$ cat config.mk
export PLATFORM = sky130hd
export DESIGN_NAME = fu_usage_table
export DESIGN_NICKNAME = d
export VERILOG_FILES = /design/src/rtl/usage_tbl_pkg.sv /design/src/rtl/usage_tbl_store.sv /design/src/rtl/usage_tbl_lru.sv /design/src/rtl/fu_usage_table.sv
export SDC_FILE = /design/constraint.sdc
export NUM_CORES = 2
export LEC_CHECK = 0
export BUFFER_PORTS_ARGS = -buffer_cell sky130_fd_sc_hd__buf_2
export CORE_MARGIN = 5
export CORE_UTILIZATION = 35
export DETAILED_ROUTE_END_ITERATION = 12
export HOLD_SLACK_MARGIN = 0.05
export PLACE_DENSITY_LB_ADDON = 0.08
export SLEW_MARGIN = 20
export SYNTH_ARGS = -nofsm -noshare
export SYNTH_HDL_FRONTEND = slang
export SYNTH_SLANG_ARGS = --single-unit
$ cat constraint.sdc
create_clock -name clk -period 9.5 [get_ports clk]
set_input_delay 1.9 -clock clk [delete_from_list [all_inputs] [get_ports clk]]
set_output_delay 1.9 -clock clk [all_outputs]
set_load 0.1 [all_outputs]
$ cat src/rtl/usage_tbl_pkg.sv
package usage_tbl_pkg;
  parameter int THREADS = 6;
  parameter int ENTRIES = 4;
  parameter int UNITS   = 8;
  parameter int USE_W   = 4;
  parameter int PC_W    = 32;

  localparam int TID_W  = $clog2(THREADS);
  localparam int IDX_W  = $clog2(ENTRIES);
  localparam int UNIT_W = $clog2(UNITS);
  localparam int VEC_W  = UNITS * USE_W;

  typedef logic [IDX_W-1:0]              idx_t;
  typedef logic [ENTRIES-1:0][IDX_W-1:0] ageVec_t;

  // Control-to-datapath strobes for one table write
  typedef struct packed {
    logic             wrEn;
    logic             alloc;
    logic [TID_W-1:0] thread;
    idx_t             entry;
  } tblStrobe_t;

  // Make entry k youngest (age 0); entries younger than k age by one
  function automatic ageVec_t touchAge(ageVec_t a, idx_t k);
    ageVec_t r;
    r = a;
    for (int i = 0; i < ENTRIES; i++) begin
      if (a[i] < a[k]) r[i] = a[i] + 1'b1;
    end
    r[k] = '0;
    return r;
  endfunction
endpackage

$ cat src/rtl/usage_tbl_store.sv
module usage_tbl_store
  import usage_tbl_pkg::*;
(
  input  logic                    clk,
  input  logic                    rstN,
  input  tblStrobe_t              strobe,
  input  logic [TID_W-1:0]        instThread,
  input  logic [PC_W-1:0]         instPc,
  input  logic [UNIT_W-1:0]       instUnit,
  input  logic [USE_W-1:0]        instValue,
  input  logic                    lkValid,
  input  logic [TID_W-1:0]        lkThread,
  input  logic [PC_W-1:0]         lkPc,
  output logic                    instMatch,
  output idx_t                    instMatchIdx,
  output logic [ENTRIES-1:0]      instValidVec,
  output logic                    lkMatch,
  output idx_t                    lkMatchIdx,
  output logic                    lkHitQ,
  output logic [VEC_W-1:0]        lkUsageQ
);
  logic [ENTRIES-1:0] validQ [THREADS];
  logic [PC_W-1:0]    tagQ   [THREADS][ENTRIES];
  logic [VEC_W-1:0]   usageQ [THREADS][ENTRIES];

  logic [ENTRIES-1:0] instMatchVec, lkMatchVec;
  logic               instThreadOk, lkThreadOk;
  logic [VEC_W-1:0]   fieldMask, fieldVal, writeVec;

  assign instThreadOk = (int'(instThread) < THREADS);
  assign lkThreadOk   = (int'(lkThread) < THREADS);

  // Tag compare, one comparator per entry for each port
  for (genvar e = 0; e < ENTRIES; e++) begin : g_cmp
    assign instMatchVec[e] = instThreadOk && validQ[instThread][e] &&
                             (tagQ[instThread][e] == instPc);
    assign lkMatchVec[e]   = lkThreadOk && validQ[lkThread][e] &&
                             (tagQ[lkThread][e] == lkPc);
    assign instValidVec[e] = instThreadOk && validQ[instThread][e];
  end

  always_comb begin
    instMatchIdx = '0;
    lkMatchIdx   = '0;
    for (int e = ENTRIES - 1; e >= 0; e--) begin
      if (instMatchVec[e]) instMatchIdx = idx_t'(e);
      if (lkMatchVec[e])   lkMatchIdx   = idx_t'(e);
    end
  end
  assign instMatch = |instMatchVec;
  assign lkMatch   = lkValid && (|lkMatchVec);

  // Single-field merge
  assign fieldMask = VEC_W'({USE_W{1'b1}}) << (instUnit * USE_W);
  assign fieldVal  = VEC_W'(instValue) << (instUnit * USE_W);
  always_comb begin
    if (strobe.alloc) writeVec = fieldVal;
    else              writeVec = (usageQ[strobe.thread][strobe.entry] & ~fieldMask) | fieldVal;
  end

  always_ff @(posedge clk) begin
    if (!rstN) begin
      for (int t = 0; t < THREADS; t++) validQ[t] <= '0;
    end else if (strobe.wrEn) begin
      validQ[strobe.thread][strobe.entry] <= 1'b1;
      usageQ[strobe.thread][strobe.entry] <= writeVec;
      if (strobe.alloc) tagQ[strobe.thread][strobe.entry] <= instPc;
    end
  end

  // Lookup result register: reads pre-write contents
  always_ff @(posedge clk) begin
    if (!rstN) begin
      lkHitQ   <= 1'b0;
      lkUsageQ <= '0;
    end else begin
      lkHitQ   <= lkMatch;
      lkUsageQ <= lkMatch ? usageQ[lkThread][lkMatchIdx] : '0;
    end
  end

  AST_LK_IDLE: assert property (@(posedge clk) disable iff (!rstN)
    !lkValid |=> (!lkHitQ && lkUsageQ == '0));
  AST_UNIQUE_TAG: assert property (@(posedge clk) disable iff (!rstN)
    $onehot0(instMatchVec) && $onehot0(lkMatchVec));
  AST_ALLOC_VALID: assert property (@(posedge clk) disable iff (!rstN)
    (strobe.wrEn && strobe.alloc) |=> instValidVec[$past(strobe.entry)] ||
      ($past(strobe.thread) != instThread));
endmodule

$ cat src/rtl/usage_tbl_lru.sv
module usage_tbl_lru
  import usage_tbl_pkg::*;
(
  input  logic               clk,
  input  logic               rstN,
  input  logic               instValid,
  input  logic [TID_W-1:0]   instThread,
  input  logic               instMatch,
  input  idx_t               instMatchIdx,
  input  logic [ENTRIES-1:0] instValidVec,
  input  logic               lkMatch,
  input  logic [TID_W-1:0]   lkThread,
  input  idx_t               lkMatchIdx,
  output tblStrobe_t         strobe
);
  ageVec_t            ageQ [THREADS];
  ageVec_t            instAges;
  logic [ENTRIES-1:0] oldestVec;
  idx_t               victim, freeIdx, oldIdx;
  logic               instThreadOk;

  assign instThreadOk = (int'(instThread) < THREADS);
  assign instAges     = instThreadOk ? ageQ[instThread] : '0;

  for (genvar e = 0; e < ENTRIES; e++) begin : g_old
    assign oldestVec[e] = (instAges[e] == idx_t'(ENTRIES - 1));
  end

  // Lowest-index free slot, else the oldest entry
  always_comb begin
    freeIdx = '0;
    oldIdx  = '0;
    for (int e = ENTRIES - 1; e >= 0; e--) begin
      if (!instValidVec[e]) freeIdx = idx_t'(e);
      if (oldestVec[e])     oldIdx  = idx_t'(e);
    end
    victim = (&instValidVec) ? oldIdx : freeIdx;
  end

  always_comb begin
    strobe.wrEn   = instValid && instThreadOk;
    strobe.alloc  = !instMatch;
    strobe.thread = instThread;
    strobe.entry  = instMatch ? instMatchIdx : victim;
  end

  // Recency update: lookup hit first, install last so it ends youngest
  for (genvar t = 0; t < THREADS; t++) begin : g_age
    ageVec_t nextAge;
    always_comb begin
      nextAge = ageQ[t];
      if (lkMatch && int'(lkThread) == t) nextAge = touchAge(nextAge, lkMatchIdx);
      if (strobe.wrEn && int'(instThread) == t) nextAge = touchAge(nextAge, strobe.entry);
    end
    always_ff @(posedge clk) begin
      if (!rstN) begin
        for (int e = 0; e < ENTRIES; e++) ageQ[t][e] <= idx_t'(e);
      end else begin
        ageQ[t] <= nextAge;
      end
    end
  end

  AST_FILL_FREE_FIRST: assert property (@(posedge clk) disable iff (!rstN)
    (strobe.wrEn && strobe.alloc && !(&instValidVec)) |-> !instValidVec[strobe.entry]);
  AST_ONE_OLDEST: assert property (@(posedge clk) disable iff (!rstN)
    (strobe.wrEn && strobe.alloc && (&instValidVec)) |-> ($countones(oldestVec) == 1));
  AST_INST_YOUNGEST: assert property (@(posedge clk) disable iff (!rstN)
    strobe.wrEn |=> (ageQ[$past(instThread)][$past(strobe.entry)] == '0));
endmodule

$ cat src/rtl/fu_usage_table.sv
module fu_usage_table
  import usage_tbl_pkg::*;
(
  input  logic                    clk,
  input  logic                    rstN,
  input  logic                    instValid,
  input  logic [TID_W-1:0]        instThread,
  input  logic [PC_W-1:0]         instPc,
  input  logic [UNIT_W-1:0]       instUnit,
  input  logic [USE_W-1:0]        instValue,
  input  logic                    lkValid,
  input  logic [TID_W-1:0]        lkThread,
  input  logic [PC_W-1:0]         lkPc,
  output logic                    lkHit,
  output logic [VEC_W-1:0]        lkUsage
);
  tblStrobe_t         strobe;
  logic               instMatch, lkMatch;
  idx_t               instMatchIdx, lkMatchIdx;
  logic [ENTRIES-1:0] instValidVec;

  usage_tbl_lru ctrl_i (
    .clk(clk), .rstN(rstN),
    .instValid(instValid), .instThread(instThread),
    .instMatch(instMatch), .instMatchIdx(instMatchIdx),
    .instValidVec(instValidVec),
    .lkMatch(lkMatch), .lkThread(lkThread), .lkMatchIdx(lkMatchIdx),
    .strobe(strobe)
  );

  usage_tbl_store store_i (
    .clk(clk), .rstN(rstN), .strobe(strobe),
    .instThread(instThread), .instPc(instPc),
    .instUnit(instUnit), .instValue(instValue),
    .lkValid(lkValid), .lkThread(lkThread), .lkPc(lkPc),
    .instMatch(instMatch), .instMatchIdx(instMatchIdx),
    .instValidVec(instValidVec),
    .lkMatch(lkMatch), .lkMatchIdx(lkMatchIdx),
    .lkHitQ(lkHit), .lkUsageQ(lkUsage)
  );
endmodule

## Yosys cells after proc, flatten, opt, wreduce, memory -nomap -nowiden

Memory sizes are Yosys's and may differ from the RTL's.
Cells that the tools add are included.
W data, S select, Z words.

- Register bits: 33
- Logic and storage cells: 385
- Output and inout port bits: 33
- Memories: 4
- Memory bits (writable): 1608
- Input port bits: 81

- Shift-type cells: 2
- Reduce and logical (&&, ||, !) cells: 40
- Equality and inequality tests: 22
- Bitwise operators: 25
- Mux-type cells: 185
- Add/sub/neg operators: 48
- Order comparisons: 57

Memory list:

| memory | words | width | rd ports | clocked after memory_dff | wr ports | RTL line | RTL |
|---|---|---|---|---|---|---|---|
| store_i.tagQ | 6 | 128 | 2 | 0 | 1 | usage_tbl_store.sv:23 | `logic [PC_W-1:0] tagQ [THREADS][ENTRIES];` |
| store_i.usageQ | 6 | 128 | 2 | 0 | 1 | usage_tbl_store.sv:24 | `logic [VEC_W-1:0] usageQ [THREADS][ENTRIES];` |
| ctrl_i.ageQ | 6 | 8 | 7 | 0 | 6 | usage_tbl_lru.sv:16 | `ageVec_t ageQ [THREADS];` |
| store_i.validQ | 6 | 4 | 2 | 0 | 6 | usage_tbl_store.sv:22 | `logic [ENTRIES-1:0] validQ [THREADS];` |

Operator list:

| kind | number |
|---|---|
| $eq A32 B32 Y1 | 8 |
| $mux W128 | 2 |
| $mux W2 | 128 |
| $mux W32 | 6 |
| $mux W8 | 19 |
| $bmux W32 S2 | 2 |
| $add A2 B1 Y2 const B | 48 |
| $and A8 B8 Y8 | 12 |
| $lt A2 B2 Y1 | 48 |
| $demux W32 S2 | 1 |
| $bmux W2 S2 | 12 |
| $logic_and A1 B1 Y1 | 33 |
| $and A32 B32 Y32 | 1 |
| $not A32 Y32 | 1 |
| $or A32 B32 Y32 | 1 |
| $shl A4 B5 Y32 | 1 |
| $shl A4 B5 Y32 const A | 1 |
| $eq A3 B3 Y1 const B | 8 |
| $not A8 Y8 | 2 |
| $mux W4 | 3 |
| $reduce_or A4 Y1 | 3 |
| $demux W2 S2 | 2 |
| $eq A2 B2 Y1 const B | 4 |
| $mux W1 | 8 |
| other kinds (13) | 25 |

## Logic depth before layout (Yosys ltp)

- Depth after elaboration: 22
- Depth in mapped cells: 33
- Gate-level depth less buffers: 23

## Modules after synthesis

From an unflattened synthesis, not the netlist that was laid out.

- Cells, all modules: 5763
- Area, all modules: 82938.3 µm²

Modules (own cells, without submodules):

| module | cells an instance | times used | area an instance (µm²) | seq. area each (µm²) |
|---|---|---|---|---|
| usage_tbl_store | 4923 | 1 | 76609.7 | 47505.6 |
| usage_tbl_lru | 840 | 1 | 6328.6 | 960.9 |

## Worst setup path after synthesis

Ideal clock, no wire load.

- Kind: input-to-reg
- Start point: input port instThread[0]
- End point: memory store_i.tagQ[1][0] (netlist name) (enable)
- Path slack: -0.126 ns
- Data required time: 8.998 ns
- Cell stages on the path: 17
- Data arrival time: 9.125 ns
- Cell sequence: buf_2 > buf_2 > buf_2 > buf_1 > mux2i_1 > xor2_1 > o2111ai_1 > nor3_1 > o211ai_1 > nor4b_1 > nor2_1 > a21boi_1 > buf_2 > and2_1 > clkbuf_1 > nand2_1 > nor4_1

- Longest elaborated chain between the ends: 15
- Elaborated cells between the ends (all ways): 48
- Classes of those cells: order compare: 3; eq/ne: 8; mux: 21; bitwise: 1; reduce/logical: 12; memory: 3

RTL lines:

| item | RTL line | RTL |
|---|---|---|
| start: declaration | fu_usage_table.sv:7 | `input logic [TID_W-1:0] instThread,` |
| $mem_v2 Z6 W8 / $lt A3 B3 Y1 (equally long branches) | -- |  |
| $mux W8 | usage_tbl_lru.sv:23 | `assign instAges = instThreadOk ? ageQ[instThread] : '0;` |
| $eq A2 B2 Y1 | usage_tbl_lru.sv:26 | `assign oldestVec[e] = (instAges[e] == idx_t'(ENTRIES - 1));` |
| $mux W2 (4 in series) | usage_tbl_lru.sv:35 | `if (oldestVec[e]) oldIdx = idx_t'(e);` |
| $mux W2 | usage_tbl_lru.sv:37 | `victim = (&instValidVec) ? oldIdx : freeIdx;` |
| $mux W2 | usage_tbl_lru.sv:44 | `strobe.entry = instMatch ? instMatchIdx : victim;` |
| $not A2 Y3 (implied by the code) | usage_tbl_store.sv:67 | `if (strobe.alloc) tagQ[strobe.thread][strobe.entry] <= instPc;` |
| $ge A3 B3 Y1 (implied by the code) / $lt A3 B1 Y1 (equally long branches) | usage_tbl_store.sv:67 |  |
| $logic_and A1 B1 Y1 (implied by the code) | usage_tbl_store.sv:67 |  |
| $mux W32 (implied by the code) | usage_tbl_store.sv:67 |  |
| $demux W32 S2 | usage_tbl_store.sv:67 |  |
| $mux W128 (implied by the code) | usage_tbl_store.sv:67 |  |
| end: declaration | usage_tbl_store.sv:23 |  |

Several ways; a longest one is shown, not always the timed one.

==> impl_metrics.py <==
metrics = {
    "sta": {
        "rsz0062_at_grt": "false",
        "hold_viol": 0,
        "max_slew_margin_pct": 28.9,
        "max_freq_ghz": 0.120,
        "fin_hold_ws_ns": 0.728,
        "setup_ws_ns": 1.14,
        "fin_setup_tns_ns": 0,
        "min_period_over_period_pct": 88.0,
        "slew_violations": 0,
        "skew_ns": 0.0789,
        "worst_pin_slew_ns": 1.06,
        "finalCriticalPeriod_ns": 8.36,
        "setup_violations": 0,
    },
    "route": {
        "viasPerCell": 5.98,
        "drt_iter0_markers": 5696,
        "num_vias": 56900,
        "antenna_left": 0,
        "route.detailed.drc": 0,
        "routed_wl_mm": 335,
        "wl_per_cell_microns": 35.2,
        "dr.pass1.iters": 8,
    },
    "floorplanning": {
        "die_area_sq_um": 252000,
        "ios": 114,
        "coreArea_sq_um": 241000,
        "start_util_pct": 35.2,
        "die_h_microns": 502,
        "fp.dieW_microns": 502,
        "num_rows": 180,
    },
    "cells_and_area": {
        "fin_cells": 9504,
        "finish.instance_area_sq_um": 98300,
        "drive_gt1_share_pct": 23.9,
        "fill_cells": 22100,
        "final_core_util_pct": 40.8,
        "layout_commonest_cell": "edfxtp_1",
        "area_growth_pct": 15.9,
        "final_cell_mix": "1560 x edfxtp_1, 628 x mux2i_1, 485 x mux4_2",
        "nets": 6279,
    },
    "yosys": {
        "ys_seq_area_share_pct": 57.1,
        "synth.distinct_cells": 101,
        "ys_ff_latch": 1641,
        "ys_top_cells_by_area": "edfxtp_1 55%, mux4_2 13%, mux2i_1 7.4%",
        "synthCells": 5849,
        "syn_nets": 5975,
        "synth_top_area_share_pct": 55.2,
        "synth_top_cell_by_area": "edfxtp_1",
        "ys_async_sr_fraction_pct": 0,
        "yosysWarningCount": 0,
        "synth_flop_cell": "edfxtp_1",
        "synth-edff-count": 1560,
        "syn_area_sq_um": 84800,
        "syn_area_per_cell_sq_um": 14.5,
    },
    "place": {
        "post-place-cells": 9147,
        "place_area_sq_um": 91900,
        "gp_congestion": 0.935,
        "place_worst_setup_slack_ns": 0.363,
        "dp_hpwl_mm": 221,
        "portBuffers": 113,
    },
    "setup_path": {
        "worstPathRequired_ns": 10.16,
        "reg2reg_setup_slack_ns": 2.47,
        "path_buf_inv": 7,
        "crit_path_frequent_cell": "buf_4",
        "cpPeakStageDelay_ns": 0.61,
        "cpLargestDelayFamily": "simple AND/OR/NAND/NOR gates",
        "path_class": "in -> reg",
        "end_kind": "register",
        "start_kind": "input pin",
        "crit_path_top_delay_cell": "nor4_1",
        "arrival_ns": 9.02,
        "path_max_fanout": 48,
    },
    "pwr": {
        "fin_total_pwr_mw": 17.2,
        "power.leakage_nw": 33.4,
        "power_density_nw_per_um2": 175,
        "ir_drop_mv": 0.139,
    },
    "global_routing": {
        "grtUsageTotal_pct": 26.0,
        "grt_pass1_wl_mm": 463,
        "gr-total-overflow": 0,
        "grt_pass1_vias": 56600,
        "grt_max_degree": 100,
        "antenna_found_initial": 18,
    },
    "cts": {
        "clk_pin_slew_ns": 0.06,
        "holdBufCountCts": 0,
        "cts_tree": "yes",
        "cts_buffer_depth": 3,
        "insertion_delay_ns": 0.88,
        "htreeDepth": 4,
        "cts.sinks": 1641,
        "postCtsSetupBuffers": 0,
        "cts_buffers": 189,
        "root_buffer": "clkbuf_16",
        "cts_resized": 0,
    },
    "job": {
        "maxCapViolCount": 0,
    },
    "run_status": {
        "status": "finished, final reports clean",
    },
    "hold_path": {
        "hold_class": "reg -> reg",
    },
}
-- synthesized netlist by cell type, types with 41 or more instances --
cell / n
nor4_1: 55
ha_1: 45
nor2_1: 309
mux4_2: 485
clkbuf_1: 228
mux2i_1: 628
o211ai_1: 73
mux2_2: 90
buf_2: 61
a211oi_1: 63
nor3_1: 76
xnor2_1: 254
nand3_1: 75
o22ai_1: 45
a21oi_1: 188
nand2_1: 323
edfxtp_1: 1560
xor2_1: 120
nand4_1: 50
o21ai_0: 261
dfxtp_1: 81
inv_1: 41
buf_1: 117
-- sequential cells by signal, summed over array words and instances (netlist names) --
register          count
store_i.usageQ      768
store_i.lkUsageQ     32
store_i.lkHitQ        1
ctrl_i.ageQ          48
store_i.validQ       24
store_i.tagQ        768
-- cells by family (layout without fill, tap and decap cells) --
group                    after synthesis  in the layout  share of synthesized area (%)
adder cells (fa/ha/maj)               46             46                          0.677
AO/OA/AOI/OAI                        975            975                           7.66
buffers and inverters                494            958                           2.67
other                                  0              6                              0
flip-flops                          1641           1641                           57.1
XOR/XNOR                             374            374                           3.86
multiplexers                        1210           1210                           21.6
AND/OR/NAND/NOR                     1109           1109                           6.36
-- path summary, 6_finish.rpt --
kind	startpoint	end	cells past startpoint
max	lkThread[0]	ctrl_i.ageQ[4][5]$_SDFF_PN1_	26
max reg2reg	store_i.tagQ[1][29]$_DFFE_PP_	ctrl_i.ageQ[5][6]$_SDFF_PN1_	23
min reg2reg	ctrl_i.ageQ[3][0]$_SDFF_PN0_	ctrl_i.ageQ[3][0]$_SDFF_PN0_	2
min	ctrl_i.ageQ[3][0]$_SDFF_PN0_	ctrl_i.ageQ[3][0]$_SDFF_PN0_	2
-- report_power, final --
part           total (mW)  internal (mW)  switching, mW
clock network        7.45           4.24           3.20
registers            7.96           7.93         0.0275
logic                1.77          0.631           1.14
total                17.2           12.8           4.37
-- per-layer routing --
metal / track usage, % / wire length (microns) / vias up
li1: - / - / 24000
met1: 36.0 / 145000 / 30400
met2: 43.4 / 162000 / 2027
met3: 3.41 / 19000 / 425
met4: 6.86 / 9270 / 0
met5: 0 / 0 / -
-- worst min-delay path: cells and delay by family (launching register included) --
kind            cells  cell delay [ns]
flops               1             0.38
compound gates      2             0.31
-- final cells by class --
class	count	area, sq um	area share (%)
Sequential cell	1641	48500	49.3
Multi-Input combinational cell	3714	34500	35.1
Clock buffer	241	5140	5.23
Timing Repair Buffer	558	4780	4.86
Tap cell	3185	3990	4.05
Clock inverter	110	1200	1.22
Inverter	49	191	0.195
Antenna cell	6	15.0	0.0153
No activity file was read; power rests on OpenSTA's default activity.
